### config.mk
export PLATFORM = sky130hd
export DESIGN_NAME = colour_spread_classifier
export DESIGN_NICKNAME = d
export VERILOG_FILES = /design/src/rtl/csc_pkg.sv /design/src/rtl/csc_control.sv /design/src/rtl/csc_datapath.sv /design/src/rtl/colour_spread_classifier.sv
export SDC_FILE = /design/constraint.sdc
export NUM_CORES = 2
export LEC_CHECK = 0
export BUFFER_PORTS_ARGS = -buffer_cell sky130_fd_sc_hd__buf_2
export CAP_MARGIN = 20
export CORE_MARGIN = 2
export CORE_UTILIZATION = 56
export CTS_CLUSTER_DIAMETER = 50
export DETAILED_ROUTE_END_ITERATION = 16
export PLACE_DENSITY = 0.76
export SYNTH_ARGS = -nofsm -noshare
export SYNTH_HDL_FRONTEND = slang
export SYNTH_SLANG_ARGS = --single-unit
### constraint.sdc
create_clock -name clk -period 9.45 [get_ports clk]
set_input_delay 0.945 -clock clk [delete_from_list [all_inputs] [get_ports clk]]
set_output_delay 0.945 -clock clk [all_outputs]
set_load 0.05 [all_outputs]
### src/rtl/csc_pkg.sv
package csc_pkg;
  typedef enum logic [2:0] {
    ST_IDLE,
    ST_ACCUM,
    ST_CALC1,
    ST_CALC2,
    ST_CALC3
  } cscState_t;

  typedef struct packed {
    logic clearAcc;
    logic accEn;
    logic calc1;
    logic calc2;
    logic calc3;
  } cscStrobes_t;
endpackage

### src/rtl/csc_control.sv
module csc_control
  import csc_pkg::*;
(
  input  logic        clk,
  input  logic        rstN,
  input  logic        frameStart,
  input  logic        frameEnd,
  output cscStrobes_t strb
);
  cscState_t state, stateNext;
  logic      openState;

  assign openState = (state == ST_IDLE) || (state == ST_ACCUM);

  always_comb begin
    strb          = '0;
    strb.clearAcc = openState && frameStart;
    strb.accEn    = (state == ST_ACCUM) || strb.clearAcc;
    strb.calc1    = (state == ST_CALC1);
    strb.calc2    = (state == ST_CALC2);
    strb.calc3    = (state == ST_CALC3);
  end

  always_comb begin
    stateNext = state;
    unique case (state)
      ST_IDLE:  if (frameStart) stateNext = frameEnd ? ST_CALC1 : ST_ACCUM;
      ST_ACCUM: if (frameEnd) stateNext = ST_CALC1;
      ST_CALC1: stateNext = ST_CALC2;
      ST_CALC2: stateNext = ST_CALC3;
      ST_CALC3: stateNext = ST_IDLE;
      default:  stateNext = ST_IDLE;
    endcase
  end

  always_ff @(posedge clk) begin
    if (!rstN) state <= ST_IDLE;
    else       state <= stateNext;
  end

  AST_CALC_SEQUENCE: assert property (@(posedge clk) disable iff (!rstN)
    strb.calc1 |=> strb.calc2) else $error("calc sequence broken");
  AST_CALC_TO_IDLE: assert property (@(posedge clk) disable iff (!rstN)
    strb.calc3 |=> (state == ST_IDLE)) else $error("calc3 not followed by idle");
endmodule

### src/rtl/csc_datapath.sv
module csc_datapath
  import csc_pkg::*;
#(
  parameter int PIX_W     = 8,
  parameter int CODE_W    = 4,
  parameter int MAX_PIX   = 40000,
  parameter int BG_LEVEL  = 15,
  parameter int BAND_BASE = 60,
  parameter int BAND_STEP = 4,
  parameter int VAR_LIMIT = 2500,
  parameter int DARK_MIN  = 50,
  localparam int CNT_W    = $clog2(MAX_PIX + 1),
  localparam int SUM_W    = PIX_W + CNT_W,
  localparam int SQ_W     = 2 * PIX_W + CNT_W
)(
  input  logic              clk,
  input  logic              rstN,
  input  cscStrobes_t       strb,
  input  logic              pixValid,
  input  logic              pixIsBlue,
  input  logic [PIX_W-1:0]  pixData,
  input  logic [CODE_W-1:0] bandCode,
  output logic              isVariedDark,
  output logic              resultDone,
  output logic [CNT_W-1:0]  redCount,
  output logic [SUM_W-1:0]  redSum,
  output logic [SQ_W-1:0]   redSumSq,
  output logic [CNT_W-1:0]  blueDarkCount
);
  localparam int LIM_W  = PIX_W + 2;
  localparam int PROD_W = CNT_W + SQ_W;

  logic [LIM_W-1:0]   bandLimit;
  logic               redHit, blueHit;
  logic [2*PIX_W-1:0] pixSq;
  logic [PROD_W-1:0]  nTimesSq, sumSquared, spread, thrTerm;
  logic [2*CNT_W-1:0] nSquared;

  assign bandLimit = LIM_W'(BAND_BASE) + LIM_W'(BAND_STEP) * LIM_W'(bandCode);
  assign redHit    = pixValid && !pixIsBlue && (pixData > PIX_W'(BG_LEVEL));
  assign blueHit   = pixValid && pixIsBlue && (pixData > PIX_W'(BG_LEVEL))
                     && (LIM_W'(pixData) < bandLimit);
  assign pixSq     = (2*PIX_W)'(pixData) * (2*PIX_W)'(pixData);

  always_ff @(posedge clk) begin
    if (!rstN) begin
      redCount      <= '0;
      redSum        <= '0;
      redSumSq      <= '0;
      blueDarkCount <= '0;
    end else if (strb.accEn) begin
      redCount      <= (strb.clearAcc ? '0 : redCount) + CNT_W'(redHit);
      redSum        <= (strb.clearAcc ? '0 : redSum) + (redHit ? SUM_W'(pixData) : '0);
      redSumSq      <= (strb.clearAcc ? '0 : redSumSq) + (redHit ? SQ_W'(pixSq) : '0);
      blueDarkCount <= (strb.clearAcc ? '0 : blueDarkCount) + CNT_W'(blueHit);
    end
  end

  always_ff @(posedge clk) begin
    if (!rstN) begin
      nTimesSq     <= '0;
      sumSquared   <= '0;
      nSquared     <= '0;
      spread       <= '0;
      thrTerm      <= '0;
      isVariedDark <= 1'b0;
      resultDone   <= 1'b0;
    end else begin
      resultDone <= strb.calc3;
      if (strb.calc1) begin
        nTimesSq   <= PROD_W'(redCount) * PROD_W'(redSumSq);
        sumSquared <= PROD_W'(redSum) * PROD_W'(redSum);
        nSquared   <= (2*CNT_W)'(redCount) * (2*CNT_W)'(redCount);
      end
      if (strb.calc2) begin
        spread  <= nTimesSq - sumSquared;
        thrTerm <= PROD_W'(nSquared) * PROD_W'(VAR_LIMIT);
      end
      if (strb.calc3)
        isVariedDark <= (redCount >= CNT_W'(2)) && (spread > thrTerm)
                        && (blueDarkCount > CNT_W'(DARK_MIN));
    end
  end

  AST_SPREAD_NONNEG: assert property (@(posedge clk) disable iff (!rstN)
    strb.calc2 |-> (nTimesSq >= sumSquared)) else $error("negative spread");
  AST_SUM_BOUND: assert property (@(posedge clk) disable iff (!rstN)
    PROD_W'(redSum) <= PROD_W'(redCount) * PROD_W'((1 << PIX_W) - 1)) else $error("sum bound");
  AST_DONE_PULSE: assert property (@(posedge clk) disable iff (!rstN)
    resultDone |=> !resultDone) else $error("done wider than a cycle");
  AST_FLAG_NEEDS_TWO: assert property (@(posedge clk) disable iff (!rstN)
    (resultDone && isVariedDark) |-> (redCount >= CNT_W'(2))
      && (blueDarkCount > CNT_W'(DARK_MIN))) else $error("flag without support");
  AST_FLAG_HOLD: assert property (@(posedge clk) disable iff (!rstN)
    !strb.calc3 |=> $stable(isVariedDark)) else $error("flag moved between results");
endmodule

### src/rtl/colour_spread_classifier.sv
module colour_spread_classifier
  import csc_pkg::*;
#(
  parameter int PIX_W     = 8,
  parameter int CODE_W    = 4,
  parameter int MAX_PIX   = 40000,
  parameter int BG_LEVEL  = 15,
  parameter int BAND_BASE = 60,
  parameter int BAND_STEP = 4,
  parameter int VAR_LIMIT = 2500,
  parameter int DARK_MIN  = 50,
  localparam int CNT_W    = $clog2(MAX_PIX + 1),
  localparam int SUM_W    = PIX_W + CNT_W,
  localparam int SQ_W     = 2 * PIX_W + CNT_W
)(
  input  logic              clk,
  input  logic              rstN,
  input  logic              frameStart,
  input  logic              frameEnd,
  input  logic              pixValid,
  input  logic              pixIsBlue,
  input  logic [PIX_W-1:0]  pixData,
  input  logic [CODE_W-1:0] bandCode,
  output logic              isVariedDark,
  output logic              resultDone,
  output logic [CNT_W-1:0]  redCount,
  output logic [SUM_W-1:0]  redSum,
  output logic [SQ_W-1:0]   redSumSq,
  output logic [CNT_W-1:0]  blueDarkCount
);
  cscStrobes_t strb;

  csc_control ctrl_i (
    .clk(clk), .rstN(rstN), .frameStart(frameStart), .frameEnd(frameEnd), .strb(strb)
  );

  csc_datapath #(
    .PIX_W(PIX_W), .CODE_W(CODE_W), .MAX_PIX(MAX_PIX), .BG_LEVEL(BG_LEVEL),
    .BAND_BASE(BAND_BASE), .BAND_STEP(BAND_STEP), .VAR_LIMIT(VAR_LIMIT),
    .DARK_MIN(DARK_MIN)
  ) dp_i (
    .clk(clk), .rstN(rstN), .strb(strb), .pixValid(pixValid), .pixIsBlue(pixIsBlue),
    .pixData(pixData), .bandCode(bandCode), .isVariedDark(isVariedDark),
    .resultDone(resultDone), .redCount(redCount), .redSum(redSum),
    .redSumSq(redSumSq), .blueDarkCount(blueDarkCount)
  );

  AST_IDLE_IGNORES_PIXELS: assert property (@(posedge clk) disable iff (!rstN)
    (!strb.accEn) |=> ($stable(redCount) && $stable(redSum) && $stable(redSumSq)
                       && $stable(blueDarkCount))) else $error("stats moved outside image");
  AST_START_CLEARS: assert property (@(posedge clk) disable iff (!rstN)
    (strb.clearAcc && !pixValid) |=> (redCount == '0) && (blueDarkCount == '0)) else $error("start did not clear");
endmodule

==> run metrics <==
status=finished, final reports clean; Area Growth Syn to Fin=5.85%; worst r2r path cells=27; setup ws final=1.47 ns; Worst EP arrival=8.47 ns; CTS clk-pin slew, worst paths=roughly 0.060 ns; Final Util=~60%; setup slack, reg-to-reg=between 1 and 1.5 ns; Lkg Pwr=roughly 0.033 uW; die width=about 340 um; DR WL/cell=18.8 um; routed vias/inst=approximately 5.6; Vert. Die Dim=338 um; Hold/Removal Path Class=flip-flop to flip-flop; Worst VDD drop=between 0.1 and 0.15 mV; Final period util=84.5%; post-CTS sizing=0; total track usage=between 20% and 30%; dpl ws=between 1 and 1.5 ns; hold_buf cts=0; Initial Util=roughly 56%; FF+latch count, synth=just over 300; Clock Tree Buf Depth=3; Slew Viols, Final=0; f_max=roughly 130 MHz; CTS Root Cell=clkbuf_16; Top FF cell, synth=dfxtp_1; first-pass GRT wire length=approximately 270000 um; Clock Latency Late Sink=between 0.6 and 0.7 ns; Reg-to-Reg End=dp_i.sumSquared[47]; hold slack=about 0.45 ns; postcts setup bufs=0; area leader, netlist=fa_1; WP data required=between 9 and 10 ns; Async S/R FF share, synth=0%; setup violators final=0; EDFF count, synth=0; layout cell share with drive strength beyond 1=4.80%; # Max-Cap Violations=0; grt total ovfl=0; vias in the first global route=52100; CTS buffer count=between 40 and 50; CP Capture Type=flip-flop; Final Critical Period=7.98 ns; RSZ-0062 raised after global routing=no; final hold vios=0; Critical path origin=dp_i.redSum[2]; worst r2r src=dp_i.redSum[2]; Worst slew margin=between 10% and 20%; Area after DPL=around 64000 um2; final WL=approximately 170000 um; gp weighted congestion=between 0.9 and 1; clock sink count=around 310; CP max FO=16; IO Port Bufs=107; Total Die Area=about 110000 um2; Synth Warn #=0; 1st-pass router iterations=6; Crit Path Category=flip-flop to flip-flop; CP max stage delay=approximately 0.70 ns; Core ar.=roughly 110000 um2; final setup TNS=0 ns; CTS H-Tree Depth=2; commonest non-fill, non-tap cell in the layout=inv_1; Netlist cell types=96; DP HPWL=approximately 130000 um; ranking of synthesized cells by area=fa_1 (36%), ha_1 (13%), dfxtp_1 (9.9%); DRC viols=0; I/O pins=roughly 110; Worst Skew=around 0.023 ns; fin nets=9111; Cells after Synth=~7400; Initial DRC Count=about 3500; Slowest cell on crit path=dfxtp_1; largest net degree at the start of global routing=just over 100; Tightest Pin Transition=around 1.2 ns; sequential cell area fraction in the yosys report=9.86%; remaining antenna violation count after routing=0; top cell type's share of synthesized area=a little over a third; PwrDens=between 60 and 70 nW/um2; TritonCTS clock tree=done; Syn Area/Cell=8.45 um2; post-route cell area=between 60000 and 70000 um2; Synth Cell Area=approximately 63000 um2; initial antenna violation count=7; row cnt=around 120; routed via count=between 40000 and 50000; Critical Path Sink=dp_i.sumSquared[47]; Setup crit start kind=flip-flop; commonest cells after routing, fill and taps aside=inv_1 (1561), fa_1 (1111), nand2_1 (1056), ha_1 (666), a21oi_1 (396)
## metrics by stage
stage,power [uW],instances
floorplan,2040,7400
global placement,2300,8751
global route,4430,8848
detailed placement,2320,8751
CTS,4250,8843
finish,4250,8849
## cell families after synthesis
group | Yosys count | synth area share, %
and+or+nand+nor | 2140 | 15.9
AOI/OAI and AO/OA | 1011 | 10.1
adders and majority gates | 1777 | 48.9
DFF | 308 | 9.86
buffers and inverters | 1896 | 11.4
other | 1 | 0.00600
xor gates and xnor gates | 259 | 3.63
muxes | 7 | 0.126
## worst max-delay path: cells and delay by family (launching register included)
kind | cells | cell delay [ns]
AOI/OAI and AO/OA | 8 | 2.06
adders and majority gates | 8 | 3.96
buffers and inverters | 8 | 0.71
DFF | 1 | 0.70
muxes | 1 | 0.17
and+or+nand+nor | 2 | 0.24
## state kept, by name, indices dropped and copies added (netlist names)
signal and count:
dp_i.nSquared 31, dp_i.nTimesSq 48, dp_i.blueDarkCount 16, dp_i.spread 48
dp_i.thrTerm 41, dp_i.redCount 16, dp_i.resultDone 1, dp_i.isVariedDark 1
dp_i.redSumSq 32, ctrl_i.state 3, dp_i.sumSquared 47, dp_i.redSum 24
## worst min path at each step
stage	endpoint	start	slack, ns	cells after the start
floorplan	dp_i.sumSquared[24]	dp_i.sumSquared[24]	0.43	2
global placement	dp_i.nTimesSq[41]	dp_i.nTimesSq[41]	0.44	2
detailed placement	dp_i.sumSquared[30]	dp_i.sumSquared[30]	0.44	2
CTS	dp_i.sumSquared[30]	dp_i.sumSquared[30]	0.45	2
global route	dp_i.sumSquared[13]	dp_i.sumSquared[13]	0.47	2
finish	dp_i.sumSquared[18]	dp_i.sumSquared[18]	0.45	2
## synth_stat cells (all sizes together), types with 11 or more instances
cell type	count
buf	35
and2	385
nor3	53
o21bai	28
a21oi	397
a211oi	49
o211ai	21
clkbuf	299
nor2b	38
a21o	128
o221ai	11
o21ai	198
nand4	64
nand3	95
o21a	23
dfxtp	308
or2	13
nor2	277
ha	666
inv	1562
nand2b	41
fa	1111
nand2	1056
and3	43
o31ai	18
or3	21
xnor2	153
nor4	15
a31oi	26
xor2	106
## cell type report
| type | count | area (um2) |
|---|---|---|
| diodes | 4 | 10.0 |
| clock buffers | 59 | 1340 |
| well taps | 1488 | 1860 |
| multi-input cells | 5196 | 49200 |
| repair buffers | 199 | 1250 |
| fillers | 9554 | 44500 |
| inverters | 1562 | 5870 |
| flip-flops and latches | 308 | 6180 |
| clock inverters | 33 | 428 |
## per-layer routing
layer | wire length, um | vias up | track usage, %
met4 | 5890 | 6 | 9.52
met2 | 78500 | 1891 | 49.2
met3 | 13100 | 363 | 4.71
met1 | 68600 | 24900 | 39.6
met5 | 42 | - | 0
li1 | - | 22800 | -
## power breakdown
part / switching [uW] / internal [uW] / total [uW]
clock network: 746 / 1200 / 1940
logic: 605 / 323 / 927
registers: 56.6 / 1330 / 1380
total: 1410 / 2840 / 4250
Power figures use the tool's default switching activity.
